[src/rtl/vfd_pkg.sv]
package vfd_pkg;
  typedef enum logic [2:0] {
    REG_CTRL  = 3'd0,
    REG_ROLE  = 3'd1,
    REG_STRB  = 3'd2,
    REG_DIGN  = 3'd3,
    REG_SLOT  = 3'd4,
    REG_LATCH = 3'd5
  } vfd_reg_e;
endpackage

[src/rtl/vfd_rst_sync.sv]
module vfd_rst_sync (
  input  logic clk,
  input  logic rst_n,
  output logic rst_n_s
);
  logic [1:0] sync_q;

  always_ff @(posedge clk or negedge rst_n) begin
    if (!rst_n) sync_q <= 2'b00;
    else        sync_q <= {sync_q[0], 1'b1};
  end

  assign rst_n_s = sync_q[1];
endmodule

[src/rtl/vfd_cfg_regs.sv]
module vfd_cfg_regs
  import vfd_pkg::*;
#(
  parameter int NPIN  = 56,
  parameter int NSTRB = 16,
  parameter int DIGW  = 4,
  parameter int SLOTW = 8
) (
  input  logic             clk,
  input  logic             rst_n,
  input  logic             wr_en,
  input  logic [2:0]       wr_addr,
  input  logic [NPIN-1:0]  wr_data,
  output logic             en,
  output logic [NPIN-1:0]  role,
  output logic [NSTRB-1:0] strb,
  output logic [DIGW-1:0]  dig_m1,
  output logic [SLOTW-1:0] len_m1,
  output logic [NPIN-1:0]  latch
);
  logic             en_d;
  logic [NPIN-1:0]  role_d, latch_d;
  logic [NSTRB-1:0] strb_d;
  logic [DIGW-1:0]  dig_m1_d;
  logic [SLOTW-1:0] len_m1_d;

  always_comb begin
    en_d     = en;
    role_d   = role;
    strb_d   = strb;
    dig_m1_d = dig_m1;
    len_m1_d = len_m1;
    latch_d  = latch;
    if (wr_en) begin
      case (vfd_reg_e'(wr_addr))
        REG_CTRL:  en_d     = wr_data[0];
        REG_ROLE:  role_d   = wr_data;
        REG_STRB:  strb_d   = wr_data[NSTRB-1:0];
        REG_DIGN:  dig_m1_d = wr_data[DIGW-1:0];
        REG_SLOT:  len_m1_d = wr_data[SLOTW-1:0];
        REG_LATCH: latch_d  = wr_data;
        default: ;
      endcase
    end
  end

  always_ff @(posedge clk or negedge rst_n) begin
    if (!rst_n) begin
      en     <= 1'b0;
      role   <= '0;
      strb   <= '0;
      dig_m1 <= '0;
      len_m1 <= '0;
      latch  <= '0;
    end else if (wr_en) begin
      en     <= en_d;
      role   <= role_d;
      strb   <= strb_d;
      dig_m1 <= dig_m1_d;
      len_m1 <= len_m1_d;
      latch  <= latch_d;
    end
  end
endmodule

[src/rtl/vfd_scan_timer.sv]
module vfd_scan_timer #(
  parameter int DIGW  = 4,
  parameter int SLOTW = 8
) (
  input  logic             clk,
  input  logic             rst_n,
  input  logic             en,
  input  logic [DIGW-1:0]  dig_m1,
  input  logic [SLOTW-1:0] len_m1,
  output logic             fetch,
  output logic [DIGW-1:0]  fetch_addr,
  output logic [DIGW-1:0]  dig,
  output logic             load
);
  logic [SLOTW-1:0] slot_q, slot_d;
  logic [DIGW-1:0]  dig_q, dig_d, dig_adv;
  logic             run_q, run_d, load_q, load_d;

  always_comb begin
    dig_adv    = (dig_q >= dig_m1) ? '0 : dig_q + 1'b1;
    fetch      = en & (~run_q | (slot_q >= len_m1));
    fetch_addr = run_q ? dig_adv : '0;
    if (!en) begin
      slot_d = '0;
      dig_d  = '0;
      run_d  = 1'b0;
      load_d = 1'b0;
    end else if (fetch) begin
      slot_d = '0;
      dig_d  = fetch_addr;
      run_d  = 1'b1;
      load_d = 1'b1;
    end else begin
      slot_d = slot_q + 1'b1;
      dig_d  = dig_q;
      run_d  = run_q;
      load_d = 1'b0;
    end
  end

  always_ff @(posedge clk or negedge rst_n) begin
    if (!rst_n) begin
      slot_q <= '0;
      dig_q  <= '0;
      run_q  <= 1'b0;
      load_q <= 1'b0;
    end else begin
      slot_q <= slot_d;
      dig_q  <= dig_d;
      run_q  <= run_d;
      load_q <= load_d;
    end
  end

  assign dig  = dig_q;
  assign load = load_q;
endmodule

[src/rtl/vfd_pin_mux.sv]
module vfd_pin_mux #(
  parameter int NPIN  = 56,
  parameter int NSTRB = 16,
  parameter int DIGW  = 4
) (
  input  logic             clk,
  input  logic             rst_n,
  input  logic             en,
  input  logic             load,
  input  logic [DIGW-1:0]  dig,
  input  logic [NPIN-1:0]  ram_rdata,
  input  logic [NPIN-1:0]  role,
  input  logic [NSTRB-1:0] strb,
  input  logic [NPIN-1:0]  latch,
  output logic [NPIN-1:0]  pins,
  output logic [NPIN-1:0]  role_act,
  output logic [NSTRB-1:0] strb_act,
  output logic             disp_on
);
  logic [NSTRB-1:0] hit;
  logic [NPIN-1:0]  fresh, disp_q, disp_d, role_q, role_d;
  logic [NSTRB-1:0] strb_q, strb_d;
  logic             on_q, on_d, take;

  // strobe rank: pin i owns the slot equal to the number of strobe pins below it
  always_comb begin
    logic [DIGW:0] rank;
    rank = '0;
    hit  = '0;
    for (int i = 0; i < NSTRB; i++) begin
      hit[i] = strb[i] & (rank == {1'b0, dig});
      rank   = rank + {{DIGW{1'b0}}, strb[i]};
    end
  end

  for (genvar g = 0; g < NPIN; g++) begin : g_src
    if (g < NSTRB) begin : g_strobe_capable
      assign fresh[g] = strb[g] ? hit[g] : ram_rdata[g];
    end else begin : g_ram_only
      assign fresh[g] = ram_rdata[g];
    end
  end

  assign take = en & load;

  always_comb begin
    disp_d = take ? fresh : disp_q;
    role_d = take ? role  : role_q;
    strb_d = take ? strb  : strb_q;
    on_d   = en & (on_q | load);
  end

  always_ff @(posedge clk or negedge rst_n) begin
    if (!rst_n) begin
      disp_q <= '0;
      role_q <= '0;
      strb_q <= '0;
    end else if (take) begin
      disp_q <= disp_d;
      role_q <= role_d;
      strb_q <= strb_d;
    end
  end

  always_ff @(posedge clk or negedge rst_n) begin
    if (!rst_n) on_q <= 1'b0;
    else        on_q <= on_d;
  end

  assign pins     = (en & on_q) ? ((role_q & disp_q) | (~role_q & latch)) : latch;
  assign role_act = role_q;
  assign strb_act = strb_q;
  assign disp_on  = on_q;
endmodule

[src/rtl/vfd_scan_ctrl.sv]
module vfd_scan_ctrl #(
  parameter int NPIN  = 56,
  parameter int NSTRB = 16,
  parameter int DIGW  = 4,
  parameter int SLOTW = 8
) (
  input  logic            clk,
  input  logic            rst_n,
  input  logic            wr_en,
  input  logic [2:0]      wr_addr,
  input  logic [NPIN-1:0] wr_data,
  output logic            ram_re,
  output logic [DIGW-1:0] ram_raddr,
  input  logic [NPIN-1:0] ram_rdata,
  output logic [NPIN-1:0] pins
);
  localparam int NDIG = 1 << DIGW;

  logic             rst_n_s;
  logic             cfg_en;
  logic [NPIN-1:0]  cfg_role, cfg_latch;
  logic [NSTRB-1:0] cfg_strb;
  logic [DIGW-1:0]  cfg_dig_m1, cur_dig;
  logic [SLOTW-1:0] cfg_len_m1;
  logic             ld;
  logic [NPIN-1:0]  role_act;
  logic [NSTRB-1:0] strb_act;
  logic             disp_on;

  initial begin
    if (NSTRB > NDIG || NSTRB > NPIN)
      $error("vfd_scan_ctrl: strobe-capable pins exceed slots or pins");
  end

  vfd_rst_sync u_rst (
    .clk     (clk),
    .rst_n   (rst_n),
    .rst_n_s (rst_n_s)
  );

  vfd_cfg_regs #(.NPIN(NPIN), .NSTRB(NSTRB), .DIGW(DIGW), .SLOTW(SLOTW)) u_regs (
    .clk     (clk),
    .rst_n   (rst_n_s),
    .wr_en   (wr_en),
    .wr_addr (wr_addr),
    .wr_data (wr_data),
    .en      (cfg_en),
    .role    (cfg_role),
    .strb    (cfg_strb),
    .dig_m1  (cfg_dig_m1),
    .len_m1  (cfg_len_m1),
    .latch   (cfg_latch)
  );

  vfd_scan_timer #(.DIGW(DIGW), .SLOTW(SLOTW)) u_timer (
    .clk        (clk),
    .rst_n      (rst_n_s),
    .en         (cfg_en),
    .dig_m1     (cfg_dig_m1),
    .len_m1     (cfg_len_m1),
    .fetch      (ram_re),
    .fetch_addr (ram_raddr),
    .dig        (cur_dig),
    .load       (ld)
  );

  vfd_pin_mux #(.NPIN(NPIN), .NSTRB(NSTRB), .DIGW(DIGW)) u_mux (
    .clk       (clk),
    .rst_n     (rst_n_s),
    .en        (cfg_en),
    .load      (ld),
    .dig       (cur_dig),
    .ram_rdata (ram_rdata),
    .role      (cfg_role),
    .strb      (cfg_strb),
    .latch     (cfg_latch),
    .pins      (pins),
    .role_act  (role_act),
    .strb_act  (strb_act),
    .disp_on   (disp_on)
  );
endmodule

[config.mk]
export PLATFORM = sky130hd
export DESIGN_NAME = vfd_scan_ctrl
export DESIGN_NICKNAME = d
export VERILOG_FILES = /design/src/rtl/vfd_pkg.sv /design/src/rtl/vfd_rst_sync.sv /design/src/rtl/vfd_cfg_regs.sv /design/src/rtl/vfd_scan_timer.sv /design/src/rtl/vfd_pin_mux.sv /design/src/rtl/vfd_scan_ctrl.sv
export SDC_FILE = /design/constraint.sdc
export NUM_CORES = 1
export LEC_CHECK = 0
export ABC_AREA = 1
export CORE_UTILIZATION = 56
export DETAILED_ROUTE_END_ITERATION = 12
export MAX_ROUTING_LAYER = met4
export PLACE_DENSITY = 0.9
export SLEW_MARGIN = 20
export SYNTH_ARGS = -nofsm -noshare
export SYNTH_HDL_FRONTEND = slang
export SYNTH_SLANG_ARGS = --single-unit
[constraint.sdc]
create_clock -name clk -period 9.3 [get_ports clk]
set_input_delay 1.86 -clock clk [delete_from_list [all_inputs] [get_ports clk]]
set_output_delay 1.86 -clock clk [all_outputs]
set_load 0.01 [all_outputs]
**Word level (Yosys, flattened, before mapping)**

Cells that the tools add are included.

- Bits in registers: 270
- Latch bits: 0
- Bits in writable memories: 0
- ROM bits: 0
- Input bits: 118
- Output and inout bits: 61
- Word-level logic and storage cells: 115
- Memories kept: 0

- Add/sub/neg operators: 16
- Multipliers: 0
- Divide/modulo/power cells: 0
- Magnitude comparators: 2
- Equality and inequality tests: 21
- Shift-type cells: 0
- Muxes and demuxes: 27
- Bitwise logic cells: 27
- Reductions and logical operators: 8

Operators with widths:

| cell | number |
|---|---|
| $and 56x56->56 | 2 |
| $eq 5x4->1 | 14 |
| $add 5x1->5 | 13 |
| $mux 56 | 1 |
| $not 56->56 | 1 |
| $or 56x56->56 | 1 |
| $and 1x1->1 | 20 |
| $mux 1 | 20 |
| $mux 4 | 4 |
| $mux 8 | 2 |
| $reduce_and 2->1 | 6 |
| $add 8x1->8 const B | 1 |
| $ge 8x8->1 | 1 |
| $eq 3x2->1 const B | 2 |
| $eq 3x3->1 const B | 2 |
| $add 4x1->4 const B | 1 |
| $eq 1x4->1 | 1 |
| $ge 4x4->1 | 1 |
| $logic_not 4->1 | 1 |
| $eq 3x1->1 const B | 1 |
| $logic_not 3->1 | 1 |
| $add 1x1->2 | 1 |
| $ne 2x2->1 const B | 1 |
| $or 1x1->1 | 2 |
| $not 1->1 | 1 |

**Longest topological paths before layout**

- Depth in word-level cells: 17
- Mapped depth: 33
- Depth with buffers taken out: 33

**Hierarchy**

Synthesis repeated with hierarchy kept, for this count alone.

- Cell total of the unflattened synthesis: 1781
- Area total of the unflattened synthesis: 14549.0 um^2

Modules (own cells, without submodules):

| module | instances | cells an instance | area an instance (um^2) | seq. area each (um^2) |
|---|---|---|---|---|
| vfd_pin_mux | 1 | 1037 | 7993.9 | 3228.1 |
| vfd_cfg_regs | 1 | 618 | 5475.3 | 3528.4 |
| vfd_scan_timer | 1 | 123 | 1026.0 | 350.3 |
| vfd_rst_sync | 1 | 3 | 53.8 | 50.0 |

**Least setup slack after synthesis**

Ideal clock, no wire load.

- Path type: reg-to-reg
- From: reg u_regs.strb[0]
- To: reg u_mux.disp_q[15]
- Library setup time: 0.073 ns
- Data arrival time: 5.995 ns
- Data required time: 9.227 ns
- Path slack: 3.232 ns
- Stages on the path, launching flop included: 21
- Buffers on the path: 0
- Clock period less this slack: 6.068 ns
- Cells stage by stage: dfrtp_1 -> fa_1 -> ha_1 -> fa_1 -> ha_1 -> ha_1 -> ha_1 -> ha_1 -> ha_1 -> ha_1 -> ha_1 -> ha_1 -> ha_1 -> ha_1 -> ha_1 -> o21ai_0 -> a211oi_1 -> nand3_1 -> nor2_1 -> nand2_1 -> a21oi_2

- Word-level cells in the longest chain between the ends: 17

RTL lines:

| item | RTL line | source |
|---|---|---|
| start, declared | vfd_cfg_regs.sv:16 | `output logic [NSTRB-1:0] strb,` |
| start signal, assigned | vfd_cfg_regs.sv:58 | `strb <= strb_d;` |
| $add 1x1->2 | vfd_pin_mux.sv:32 | `rank = rank + {{DIGW{1'b0}}, strb[i]};` |
| $add 5x1->5 (13 in a row) | vfd_pin_mux.sv:32 |  |
| $eq 5x4->1 | vfd_pin_mux.sv:31 | `hit[i] = strb[i] & (rank == {1'b0, dig});` |
| $and 1x1->1 | vfd_pin_mux.sv:31 |  |
| $mux 1 | vfd_pin_mux.sv:38 | `assign fresh[g] = strb[g] ? hit[g] : ram_rdata[g];` |
| end signal, assigned | vfd_pin_mux.sv:59 | `disp_q <= disp_d;` |
| end, declared | vfd_pin_mux.sv:21 | `logic [NPIN-1:0] fresh, disp_q, disp_d, role_q, role_d;` |

No other way between the ends.
A chain may end at the register's enable or synchronous reset.

**Worst setup path in the final report**

Ends and elaborated chain as after synthesis.

==> run summary <==
Setup repair after global routing left no endpoint under its margin. STA classifies the critical path startpoint as a flop. For this run, asynchronously set or reset flops after synthesis account for 100.0%. For this design, the sink count on the clock tree is 270.

The flip-flop and latch count after synthesis came out at 270. After synthesis the cells add up to 0.01372 mm^2. Setup violations remaining at the end of the flow were counted as 0. The worst slack at placement was 2822 ps; the post-place instance area was 0.01572 mm^2. The count of pins over their slew limit is 0, and the worst endpoint data arrival time is 6980 ps. The post-synthesis cell count was 1622; the post-synthesis sequential area ratio was 49.23%. Derived from the worst setup path, the maximum achievable clock frequency is 153.4 MHz. The instance count after placement with tap cells included is 2052, and the total power density per cell area is 334.8 mW/mm^2. At the end of the flow, the number of nets in the layout was 1924.

Dividing the final minimum period by the clock period gives 70.11%. The sum of negative setup slack is 0 ps. With fillers left out, the area of the finished cells amounts to 0.01668 mm^2. For the site row count, the log shows 56. Once detail routing completed, the nets flagged for antenna violations numbered 0. The top cell types in the final layout, fill and taps aside, are nand2_1 (549), dfrtp_1 (267), clkdlybuf4s50_1 (178).

CTS placed an instance of clkbuf_16 at the clock tree root. The tools report the kind of end point of the critical path as a flop. The number of gates resized after CTS was 0. After detailed routing, the number of remaining DRC violations is 0. The Yosys step of the flow raised 0 warnings. The repair_antennas step left the layout with diodes totalling 0.

The number of port buffers was 178; the level count of the clock H-tree was 1. Leaving out fill and tap cells, the most frequent cell in the layout is nand2_1. The number of vias after detailed routing is 11490, and the layout overhead on the synthesized area is 21.51%. The run finished with clean final reports. After clock tree synthesis, the clock-pin slew on the worst setup and hold paths is 70 ps.

At the end of routability-driven placement, the weighted congestion stood at 0.9008. The initial antenna violation count is 0. The number of clock buffers added by TritonCTS is 28. The clock reaches the later pin of the worst-skew pair after 550 ps. The number of flops mapped to enable cells by yosys is 0, and the die outline width is 158.6 um. Of all nets on the critical path, the largest fanout is 6. Counting along the longest clock path gives a buffer depth of 3. In this run the tightest slew margin relative to its limit is 33.39%. The logs give 25.08 ps for the clock tree skew after final layout and 8.302 nW for the leakage power summed over all cells.

Across all hold checks on the routed design, the worst slack comes to 349.6 ps. For the post-cts hold buffer count, the log shows 0. The global-route usage over all layers came out at 29.27%.

The core region is 0.02375 mm^2. For the first-pass GRT wire length, the log shows 56240 um. The worst hold path belongs to the class reg -> reg. The tools report the post-route worst setup slack as 2780 ps.

The setup path with the least slack is of type reg -> reg. The run gives 1783 as the synthesized netlist net count. TritonCTS built the clock tree. Data on the critical path is required at its endpoint by 9760 ps.

For the pin with the worst max-slew slack, the measured transition is 994.8 ps. Top-level I/O count: 179. The main flop type after synthesis was dfrtp_1. The number of detailed-route iterations in the first pass is 5, and the initial core utilization is 57.78%. Dividing the synthesized area by the synthesized cell count gives 8.461 um^2. The number of vias per cell is 5.464, and the share of layout cells above drive strength 1 is 11.33%. The floorplan step set the die height to 158.6 um. For the number of library cell types mapped by synthesis, the log shows 42. The final critical-path required period was 6520 ps; the worst-case vdd ir drop was 0.0001793 V. Via count of the first global-routing pass: 11780. For the floorplan die area, the log shows 0.02514 mm^2. Entering global routing, the biggest net connects 113 pins. The logs give 34540 um for the post-detailed-routing wire length and 0 for the number of maximum-capacitance constraint violations. After the first detailed-routing iteration, the DRC count stood at 791.

The number of setup buffers added after CTS is 0. The logs give 2102 for the number of non-filler instances in the completed layout and 0 for the total grt overflow. The total count of hold-check failures in the final report is 0. After detailed routing, the average wire length per cell comes to 16.43 um. After legalization and detailed placement, the total HPWL measured 22560 um.
path summary, 6_finish.rpt:
| kind | start | to | slack [ps] | cells past startpoint |
|---|---|---|---|---|
| worst max-delay path | u_regs.strb[0] | u_mux.disp_q[15] | 2780 | 20 |
| worst min-delay path | u_rst.sync_q[0] | u_rst.sync_q[1] | 350 | 0 |
| worst min register to register | u_rst.sync_q[0] | u_rst.sync_q[1] | 350 | 0 |
| worst max register to register | u_regs.strb[0] | u_mux.disp_q[15] | 2780 | 20 |
| max in group asynchronous | u_rst.sync_q[1] | u_regs.role[16] | 6510 | 2 |
| min in group asynchronous | u_rst.sync_q[1] | u_regs.role[48] | 440 | 0 |
state kept, by name (all words and copies together) (netlist names):
| register | cells |
|---|---|
| u_regs.en | 1 |
| u_timer.slot_q | 8 |
| u_regs.role | 56 |
| u_timer.dig | 4 |
| u_regs.dig_m1 | 4 |
| u_timer.run_q | 1 |
| u_rst.sync_q | 2 |
| u_regs.len_m1 | 8 |
| u_mux.disp_on | 1 |
| u_regs.strb | 16 |
| u_mux.role_act | 56 |
| u_timer.load | 1 |
| u_mux.disp_q | 56 |
| u_regs.latch | 56 |
report_power, final:
part	total [mW]	switching, mW	internal, mW
registers	1.76	0.233	1.52
clock network	1.15	0.472	0.679
logic	2.68	1.59	1.09
total	5.58	2.30	3.29
cell families (layout without fill, tap and decap cells):
logic type | Yosys count | count (layout) | synth area share (%)
and+or+nand+nor | 772 | 772 | 25.53
DFF | 270 | 270 | 49.23
buffers and inverters | 229 | 390 | 6.263
AOI/OAI and AO/OA | 223 | 223 | 8.542
muxes | 56 | 56 | 4.595
adders and majority gates | 43 | 43 | 4.030
xor gates and xnor gates | 28 | 28 | 1.787
other | 1 | 1 | 0.02732
synth_stat cells, types with 10 or more instances:
library cell	instances	area (um^2)
nand2_1	552	2072
dfrtp_1	270	6756
o21ai_0	159	795.8
inv_1	140	525.5
nand3_1	85	425.4
clkbuf_1	66	247.7
mux2_2	56	630.6
nor2_1	47	176.4
a21oi_1	42	210.2
ha_1	41	513.0
nand2_4	24	270.3
xor2_1	21	183.9
nand2_2	20	125.1
nand3_2	16	160.2
inv_2	12	45.04
buf_1	10	37.54
through the flow:
| step | utilization (%) | power (mW) |
|---|---|---|
| floorplan | - | 3.728 |
| global placement | 66.17 | 4.298 |
| detailed placement | 66.17 | 4.419 |
| CTS | 70.14 | 5.589 |
| global route | 70.21 | 6.026 |
| finish | 70.21 | 5.584 |
cell type report:
| class | count | area [um^2] |
|---|---|---|
| Fill cell | 1759 | 7076 |
| Sequential cell | 270 | 6763 |
| Multi-Input combinational cell | 1123 | 6148 |
| Timing Repair Buffer | 187 | 1849 |
| Clock buffer | 41 | 840.8 |
| Inverter | 153 | 575.6 |
| Tap cell | 319 | 399.1 |
| Clock inverter | 9 | 101.3 |
worst max-delay path: stages (launching register included):
cell      delay (ps)
dfrtp_1          450
fa_1             600
ha_1             210
fa_1             500
ha_1             380
ha_1             360
ha_1             360
ha_1             340
ha_1             350
ha_1             360
ha_1             360
ha_1             360
ha_1             360
ha_1             360
ha_1             310
o21ai_0           90
a211oi_1         270
nand3_1          120
nor2_1           120
nand2_1           70
a21oi_2          110
metal layers:
layer	wire, um	part of all wire [%]	GRT usage (%)
met5	0	0	-
met4	1052	3.0	10.26
met3	2234	6.5	4.518
met2	16870	49	48.83
met1	14380	42	36.31
Note: power is estimated with default switching activity, not from simulation.
